## src/rtl/sl_pkg.sv

```systemverilog
package sl_pkg;
  localparam int WORD_W    = 16;
  localparam int CHAR_W    = 8;
  localparam int BIT_DONE  = 7;
  localparam int BIT_IE    = 6;
  localparam int BIT_MAINT = 2;
  localparam int BIT_XBRK  = 0;
  localparam int BIT_ERR   = 15;
  localparam int BIT_OVR   = 14;
  localparam int BIT_BRK   = 13;

  typedef enum logic [1:0] {
    RSEL_RXCSR = 2'd0,
    RSEL_RXBUF = 2'd1,
    RSEL_TXCSR = 2'd2,
    RSEL_TXBUF = 2'd3
  } rsel_e;
endpackage

```

## src/rtl/sl_addr_dec.sv

```systemverilog
module sl_addr_dec
  import sl_pkg::*;
#(
  parameter int          NLINES = 4,
  parameter int          ADDR_W = 16,
  parameter int unsigned BASE   = 'h100,
  localparam int         LW     = (NLINES > 1) ? $clog2(NLINES) : 1
) (
  input  logic [ADDR_W-1:0] addr,
  output logic              hit,
  output logic [LW-1:0]     line,
  output rsel_e             sel,
  output logic              odd
);
  localparam int SPAN = NLINES * 8;
  localparam logic [ADDR_W-1:0] BASE_V = ADDR_W'(BASE);

  logic [ADDR_W-1:0] offs;

  always_comb begin
    offs = addr - BASE_V;
    hit  = (addr >= BASE_V) && (int'({1'b0, offs}) < SPAN);
    line = offs[3 +: LW];
    sel  = rsel_e'(offs[2:1]);
    odd  = offs[0];
  end
endmodule

```

## src/rtl/sl_rx_line.sv

```systemverilog
module sl_rx_line
  import sl_pkg::*;
(
  input  logic              clk,
  input  logic              rst_n,
  input  logic              line_rst,
  input  logic              csr_wr,
  input  logic              ie_wdata,
  input  logic              buf_rd,
  input  logic              char_vld,
  input  logic [CHAR_W-1:0] char_in,
  input  logic              char_brk,
  output logic              done,
  output logic              ie,
  output logic              err,
  output logic              ovr,
  output logic              brk,
  output logic [CHAR_W-1:0] data,
  output logic              irq
);
  logic              done_n, ie_n, err_n, ovr_n, brk_n, irq_n;
  logic [CHAR_W-1:0] data_n;

  // Order inside one cycle: CSR write, then buffer read, then arrival.
  always_comb begin
    done_n = done;
    ie_n   = ie;
    err_n  = err;
    ovr_n  = ovr;
    brk_n  = brk;
    data_n = data;
    irq_n  = irq;
    if (csr_wr) begin
      ie_n = ie_wdata;
      if (!ie_wdata)  irq_n = 1'b0;
      else if (done)  irq_n = 1'b1;
    end
    if (buf_rd) begin
      done_n = 1'b0;
      irq_n  = 1'b0;
    end
    if (char_vld) begin
      data_n = char_brk ? '0 : char_in;
      brk_n  = char_brk;
      err_n  = char_brk;
      ovr_n  = 1'b0;
      if (done_n) begin
        err_n = 1'b1;
        ovr_n = 1'b1;
      end else begin
        done_n = 1'b1;
      end
      if (ie_n) irq_n = 1'b1;
    end
  end

  always_ff @(posedge clk or negedge rst_n) begin
    if (!rst_n) begin
      done <= 1'b0; ie <= 1'b0; err <= 1'b0; ovr <= 1'b0;
      brk  <= 1'b0; data <= '0; irq <= 1'b0;
    end else if (line_rst) begin
      done <= 1'b0; ie <= 1'b0; err <= 1'b0; ovr <= 1'b0;
      brk  <= 1'b0; data <= '0; irq <= 1'b0;
    end else begin
      done <= done_n; ie <= ie_n; err <= err_n; ovr <= ovr_n;
      brk  <= brk_n;  data <= data_n; irq <= irq_n;
    end
  end


  rx_ovr_chk: assert property (@(posedge clk) disable iff (!rst_n)
    (char_vld && done && !buf_rd && !line_rst) |=> (ovr && err && done));

  rx_rd_chk: assert property (@(posedge clk) disable iff (!rst_n)
    (buf_rd && !char_vld && !line_rst) |=> (!done && !irq));

  rx_req_chk: assert property (@(posedge clk) disable iff (!rst_n)
    irq == (done && ie));

  rx_lrst_chk: assert property (@(posedge clk) disable iff (!rst_n)
    line_rst |=> (!done && !irq && !err && data == '0));
endmodule

```

## src/rtl/sl_tx_line.sv

```systemverilog
module sl_tx_line
  import sl_pkg::*;
(
  input  logic              clk,
  input  logic              rst_n,
  input  logic              line_rst,
  input  logic              csr_wr,
  input  logic              ie_wdata,
  input  logic              maint_wdata,
  input  logic              xbrk_wdata,
  input  logic              buf_wr,
  input  logic              buf_even,
  input  logic [CHAR_W-1:0] char_wdata,
  input  logic              tx_cmpl,
  output logic              done,
  output logic              ie,
  output logic              maint,
  output logic              xbrk,
  output logic [CHAR_W-1:0] data,
  output logic              irq,
  output logic              start
);
  logic              done_n, ie_n, irq_n;
  logic [CHAR_W-1:0] data_n;

  // A buffer write in the same cycle as a completion wins.
  always_comb begin
    done_n = done;
    ie_n   = ie;
    irq_n  = irq;
    data_n = data;
    if (csr_wr) begin
      ie_n = ie_wdata;
      if (!ie_wdata)  irq_n = 1'b0;
      else if (done)  irq_n = 1'b1;
    end
    if (buf_wr) begin
      if (buf_even) data_n = char_wdata;
      done_n = 1'b0;
      irq_n  = 1'b0;
    end else if (tx_cmpl) begin
      done_n = 1'b1;
      if (ie_n) irq_n = 1'b1;
    end
  end

  always_ff @(posedge clk or negedge rst_n) begin
    if (!rst_n) begin
      done <= 1'b1; ie <= 1'b0; maint <= 1'b0; xbrk <= 1'b0;
      data <= '0;   irq <= 1'b0; start <= 1'b0;
    end else if (line_rst) begin
      done <= 1'b1; ie <= 1'b0; maint <= 1'b0; xbrk <= 1'b0;
      data <= '0;   irq <= 1'b0; start <= 1'b0;
    end else begin
      done  <= done_n;
      ie    <= ie_n;
      irq   <= irq_n;
      data  <= data_n;
      start <= buf_wr;
      if (csr_wr) begin
        maint <= maint_wdata;
        xbrk  <= xbrk_wdata;
      end
    end
  end


  tx_kick_chk: assert property (@(posedge clk) disable iff (!rst_n)
    (buf_wr && !line_rst) |=> (start && !done && !irq));

  tx_fin_chk: assert property (@(posedge clk) disable iff (!rst_n)
    (tx_cmpl && !buf_wr && !line_rst) |=> done);

  tx_req_chk: assert property (@(posedge clk) disable iff (!rst_n)
    irq == (done && ie));

  tx_lrst_chk: assert property (@(posedge clk) disable iff (!rst_n)
    line_rst |=> (done && !irq && !start && data == '0));
endmodule

```

## src/rtl/sl_regbank.sv

```systemverilog
module sl_regbank
  import sl_pkg::*;
#(
  parameter int          NLINES = 4,
  parameter int          ADDR_W = 16,
  parameter int unsigned BASE   = 'h100
) (
  input  logic                     clk,
  input  logic                     rst_n,
  input  logic                     bus_sel,
  input  logic                     bus_wr,
  input  logic [ADDR_W-1:0]        bus_addr,
  input  logic [WORD_W-1:0]        bus_wdata,
  output logic [WORD_W-1:0]        bus_rdata,
  input  logic [NLINES-1:0]        rx_valid,
  output logic [NLINES-1:0]        rx_ready,
  input  logic [NLINES*CHAR_W-1:0] rx_data,
  input  logic [NLINES-1:0]        rx_brk,
  output logic [NLINES-1:0]        tx_start,
  output logic [NLINES*CHAR_W-1:0] tx_char,
  output logic [NLINES-1:0]        tx_brk,
  output logic [NLINES-1:0]        tx_maint,
  input  logic [NLINES-1:0]        tx_done,
  input  logic [NLINES-1:0]        line_rst,
  output logic [NLINES-1:0]        rx_irq,
  output logic [NLINES-1:0]        tx_irq
);
  localparam int LW = (NLINES > 1) ? $clog2(NLINES) : 1;

  logic          hit, odd;
  logic [LW-1:0] line;
  rsel_e         sel;
  logic          up_q;
  logic          unused_wdata;

  logic [WORD_W-1:0] rxcsr_w [NLINES];
  logic [WORD_W-1:0] rxbuf_w [NLINES];
  logic [WORD_W-1:0] txcsr_w [NLINES];
  logic [WORD_W-1:0] txbuf_w [NLINES];

  assign unused_wdata = ^{bus_wdata[15:8], bus_wdata[5:3], bus_wdata[1]};

  sl_addr_dec #(.NLINES(NLINES), .ADDR_W(ADDR_W), .BASE(BASE)) u_dec (
    .addr (bus_addr),
    .hit  (hit),
    .line (line),
    .sel  (sel),
    .odd  (odd)
  );

  always_ff @(posedge clk or negedge rst_n) begin
    if (!rst_n) up_q <= 1'b0;
    else        up_q <= 1'b1;
  end

  for (genvar i = 0; i < NLINES; i++) begin : g_line
    logic              mine, rx_csr_wr, rx_buf_rd, tx_csr_wr, tx_buf_wr, chv;
    logic              r_done, r_ie, r_err, r_ovr, r_brk;
    logic [CHAR_W-1:0] r_data;
    logic              t_done, t_ie;
    logic [CHAR_W-1:0] t_data;

    assign mine      = bus_sel && hit && (line == LW'(i));
    assign rx_csr_wr = mine && bus_wr && !odd && (sel == RSEL_RXCSR);
    assign rx_buf_rd = mine && !bus_wr && (sel == RSEL_RXBUF);
    assign tx_csr_wr = mine && bus_wr && !odd && (sel == RSEL_TXCSR);
    assign tx_buf_wr = mine && bus_wr && (sel == RSEL_TXBUF);
    assign rx_ready[i] = up_q && !line_rst[i];
    assign chv         = rx_valid[i] && rx_ready[i];

    sl_rx_line u_rx (
      .clk      (clk),
      .rst_n    (rst_n),
      .line_rst (line_rst[i]),
      .csr_wr   (rx_csr_wr),
      .ie_wdata (bus_wdata[BIT_IE]),
      .buf_rd   (rx_buf_rd),
      .char_vld (chv),
      .char_in  (rx_data[i*CHAR_W +: CHAR_W]),
      .char_brk (rx_brk[i]),
      .done     (r_done),
      .ie       (r_ie),
      .err      (r_err),
      .ovr      (r_ovr),
      .brk      (r_brk),
      .data     (r_data),
      .irq      (rx_irq[i])
    );

    sl_tx_line u_tx (
      .clk         (clk),
      .rst_n       (rst_n),
      .line_rst    (line_rst[i]),
      .csr_wr      (tx_csr_wr),
      .ie_wdata    (bus_wdata[BIT_IE]),
      .maint_wdata (bus_wdata[BIT_MAINT]),
      .xbrk_wdata  (bus_wdata[BIT_XBRK]),
      .buf_wr      (tx_buf_wr),
      .buf_even    (!odd),
      .char_wdata  (bus_wdata[CHAR_W-1:0]),
      .tx_cmpl     (tx_done[i]),
      .done        (t_done),
      .ie          (t_ie),
      .maint       (tx_maint[i]),
      .xbrk        (tx_brk[i]),
      .data        (t_data),
      .irq         (tx_irq[i]),
      .start       (tx_start[i])
    );

    assign tx_char[i*CHAR_W +: CHAR_W] = t_data;

    always_comb begin
      rxcsr_w[i] = '0;
      rxcsr_w[i][BIT_DONE] = r_done;
      rxcsr_w[i][BIT_IE]   = r_ie;
      rxbuf_w[i] = '0;
      rxbuf_w[i][BIT_ERR]  = r_err;
      rxbuf_w[i][BIT_OVR]  = r_ovr;
      rxbuf_w[i][BIT_BRK]  = r_brk;
      rxbuf_w[i][CHAR_W-1:0] = r_data;
      txcsr_w[i] = '0;
      txcsr_w[i][BIT_DONE]  = t_done;
      txcsr_w[i][BIT_IE]    = t_ie;
      txcsr_w[i][BIT_MAINT] = tx_maint[i];
      txcsr_w[i][BIT_XBRK]  = tx_brk[i];
      txbuf_w[i] = '0;
      txbuf_w[i][CHAR_W-1:0] = t_data;
    end
  end

  always_comb begin
    bus_rdata = '0;
    if (bus_sel && !bus_wr && hit) begin
      for (int i = 0; i < NLINES; i++) begin
        if (line == LW'(i)) begin
          case (sel)
            RSEL_RXCSR: bus_rdata = rxcsr_w[i];
            RSEL_RXBUF: bus_rdata = rxbuf_w[i];
            RSEL_TXCSR: bus_rdata = txcsr_w[i];
            default:    bus_rdata = txbuf_w[i];
          endcase
        end
      end
    end
  end
endmodule

```

## config.mk

```make
export PLATFORM = sky130hd
export DESIGN_NAME = sl_regbank
export DESIGN_NICKNAME = d
export VERILOG_FILES = /design/src/rtl/sl_pkg.sv /design/src/rtl/sl_addr_dec.sv /design/src/rtl/sl_rx_line.sv /design/src/rtl/sl_tx_line.sv /design/src/rtl/sl_regbank.sv
export SDC_FILE = /design/constraint.sdc
export NUM_CORES = 1
export LEC_CHECK = 0
export ABC_AREA = 0
export BUFFER_PORTS_ARGS = -buffer_cell sky130_fd_sc_hd__buf_2
export CAP_MARGIN = 30
export CORE_ASPECT_RATIO = 0.9
export CORE_MARGIN = 1.5
export CORE_UTILIZATION = 53
export CTS_CLUSTER_SIZE = 12
export DETAILED_ROUTE_END_ITERATION = 12
export PLACE_DENSITY = 0.8
export SETUP_SLACK_MARGIN = 0.4
export SLEW_MARGIN = 20
export SYNTH_ARGS = -nofsm -noshare
export SYNTH_HDL_FRONTEND = slang
export SYNTH_SLANG_ARGS = --single-unit
```

## constraint.sdc

```tcl
create_clock -name clk -period 2.3 [get_ports clk]
set_clock_uncertainty 0.1 [all_clocks]
set_input_delay 0.23 -clock clk [delete_from_list [all_inputs] [get_ports clk]]
set_output_delay 0.23 -clock clk [all_outputs]
set_load 0.01 [all_outputs]
```

==> metrics.txt <==
min Tclk post-route=about 2.5 ns; Initial Utilization=0.548; most frequent cells in the layout=131 x buf_2, 109 x dfrtp_1, 87 x nor2_1, 56 x buf_4, 46 x mux2i_1; CTS max path bufs=2; Net Sw Frac=0.248; Total Power=approximately 5.3 mW; outcome=complete, but fails checks; Synth cell types=47; number of synthesized register bits=113; htree depth=4; vias per cell=6.10; Pint=4.00 mW; failing checks=setup timing; sequential cell area fraction in the yosys report=0.472; maximum vdd drop=0.685 mV; Worst-Skew Late Latency=0.43 ns; Slew @ Worst Pin=0.691 ns; 1st-iter DRT viols=479; Yosys Warn Count=0; I/O pins=156; Finished Layout Cells=965; routability cong.=approximately 0.9; Syn Inst Count=606; CTS clk-pin slew, worst paths=0.06 ns; Mapped Area=~6000 um2; HP Class=in -> reg; full die area=around 12000 um2; most common cell after layout, fill and taps aside=buf_2; Nets=884; dpl cells=877; row cnt=36; GR Overflow Total=0; PD cells=around 600 nW/um2; first-pass GRT wire length=between 20000 and 30000 um; total CTS buffers=17; Multi-input gate area=approximately 3300 um2; FF+latch area=2830 um2; final setup vio count=1; maximum number of pins on one net before global-route repair=between 100 and 150; XOR/XNOR Fraction of Synth Area=0; WP data arrival=between 2 and 2.5 ns; Core Box Area=approximately 11000 um2; Worst Hold Depth=3; Critical Path Start Type=register; R2R cell count=5; post-synthesis mux area share=0.162; Post-DP HPWL=12300 um; Syn Area/Cell=approximately 9.9 um2; vias in the first global route=5589; Required @ worst endpoint=~2.0 ns; number of max-cap violations=0; drt wl/cell=21.3 um; Max Transition Viols Final=0; dpl cell area=7010 um2; CTS root buf=clkbuf_16; die height=around 100 um; drc violations=0; WL final=20500 um; Final Instance Area=8660 um2; Worst Slack Setup Final=-0.152 ns; Simple-Gate Fraction of Synth Area=0.192; ANT nets after route=0; # clock sinks=113; Port Buffers=142; area delta synth->final=44.3%; ratio of cells with drive above 1 in the final layout=0.437; RSZ-0062 raised after global routing=yes; Inserted Diodes=0; Max Fclk=408 MHz; TNS Setup=-0.152 ns; final worst path period share=1.07; crit end category=primary output; Detailed Routing Iterations Pass 1=5; slew margin rel.=0.539; post-synthesis async set-or-reset flop share=1.00; worst-path fanout max=3; Post-synth top flop=dfrtp_1; synthesized-area fraction occupied by adder cells=0; Global Route Usage Sum=0.329; Clk pwr share=0.513; combinational power share=0.101; final hold violation count=0; initial antenna violation count=0; Sw Pwr=1.32 mW; Synth Area in Compound Gates=0.106; largest family of logic cells by synthesized area=simple AND/OR/NAND/NOR gates; final core utilization=0.791; Crit Path Category=reg -> out; Fillers=660; CTS tree=done; number of synthesized flops with an enable pin=0; vias=5886; sequential share of power=0.386; Lkg Pwr=4.12 nW; Die X=115 um
[path summary, 6_finish.rpt]
kind / startpoint / end / slack [ns]
max in group asynchronous: rst_n / g_line[0].u_rx.data[3] / 1.30
worst max-delay path: g_line[0].u_tx.data[7] / bus_rdata[7] / -0.15
worst min register to register: g_line[2].u_rx.err / g_line[2].u_rx.err / 0.41
worst max register to register: up_q / g_line[3].u_rx.data[4] / 0.59
worst min-delay path: rx_data[28] / g_line[3].u_rx.data[4] / 0.007
min in group asynchronous: rst_n / g_line[2].u_tx.data[6] / 0.32
[kinds of logic (layout without fill, tap and decap cells)]
kind of cell	Yosys count	after routing
flip-flops	113	113
multiplexers	78	78
AND/OR/NAND/NOR	229	229
other	2	6
buffers and inverters	80	283
AO/OA/AOI/OAI	104	104
[critical path: stages (launching register included)]
cell and delay [ns]:
dfrtp_1 0.43, mux4_2 0.50, mux4_2 0.47, and3_4 0.18
buf_6 0.11
[cell type report]
type                    instances  area share
multi-input cells             417       0.377
flip-flops and latches        113       0.327
repair buffers                240       0.198
clock buffers                  20      0.0527
well taps                     152      0.0220
clock inverters                12      0.0182
inverters                      11     0.00477
[Yosys cell counts, types with 2 or more instances]
cell type  instances  area [um2]
nor3_1            14        70.1
nand4_1            4        25.0
a22oi_1            4        30.0
o21ai_0           24         120
nor4_1             4        25.0
nand3_1           26         130
a211oi_1           3        22.5
buf_1              7        26.3
inv_1              9        33.8
o21ai_1            4        20.0
clkbuf_1          36         135
and2_1             2        12.5
nor2_1            93         349
buf_4             25         188
nor2b_1           11        68.8
a221o_1            2        20.0
dfrtp_1          109        2730
nor3b_1           18         135
o22ai_1            5        31.3
nor3_4             4        65.1
o211ai_1           2        15.0
mux4_2            14         315
a31o_1             2        17.5
nand2b_1           5        31.3
o31a_1             4        35.0
or4_1              3        22.5
dfstp_2            4         105
a31oi_1            2        12.5
mux2_2            12         135
o21a_1             2        15.0
o211a_1            2        20.0
conb_1             2        7.51
or4b_1             2        20.0
a221oi_1           8        70.1
mux2i_1           52         521
nand2_1           36         135
a21oi_1           39         195
clkinv_1           2        7.51
[what timing repair did]
| action | in CTS | in global routing |
|---|---|---|
| endpoints found under the hold margin | 131 | 0 |
| setup endpoints to repair | 47 | 66 |
| pin swaps | 26 | 19 |
| buffers inserted | 22 | 15 |
| gates resized for setup | 64 | 49 |
| hold buffers | 19 | 0 |
[metal layers]
metal | routed length (um) | part of all wire | vias to the layer above | global-route usage
met2 | 9860 | 0.48 | 380 | 0.498
met3 | 2000 | 0.098 | 76 | 0.0857
li1 | - | - | 2507 | -
met5 | 0 | 0 | - | 0
met4 | 805 | 0.039 | 0 | 0.138
met1 | 7850 | 0.38 | 2923 | 0.451
[power groups by stage]
stage | Sequential, mW | Combinational [mW] | Clock (mW)
floorplan | 2.07 | 0.242 | 0
global placement | 2.08 | 0.420 | 0
detailed placement | 2.08 | 0.428 | 0
CTS | 2.05 | 0.492 | 2.73
global route | 2.05 | 0.576 | 2.84
finish | 2.05 | 0.537 | 2.73
[registers in the layout, summed over array words and instances (netlist names)]
| name | count |
|---|---|
| g_line.u_tx.maint | 4 |
| g_line.u_rx.ie | 4 |
| g_line.u_rx.data | 32 |
| g_line.u_tx.start | 4 |
| g_line.u_rx.irq | 4 |
| g_line.u_tx.irq | 4 |
| g_line.u_rx.ovr | 4 |
| g_line.u_rx.brk | 4 |
| g_line.u_tx.data | 32 |
| g_line.u_tx.xbrk | 4 |
| up_q | 1 |
| g_line.u_tx.done | 4 |
| g_line.u_tx.ie | 4 |
| g_line.u_rx.err | 4 |
| g_line.u_rx.done | 4 |
[per-stage QoR]
step | worst slack [ns] | hold WS (ns)
finish | -0.152 | 0.00729
global route | -0.166 | 0.0247
CTS | -0.115 | 0.00209
detailed placement | -0.126 | 0.260
global placement | -0.0570 | 0.258
floorplan | -0.0195 | -0.166
No activity file was read; power rests on OpenSTA's default activity.
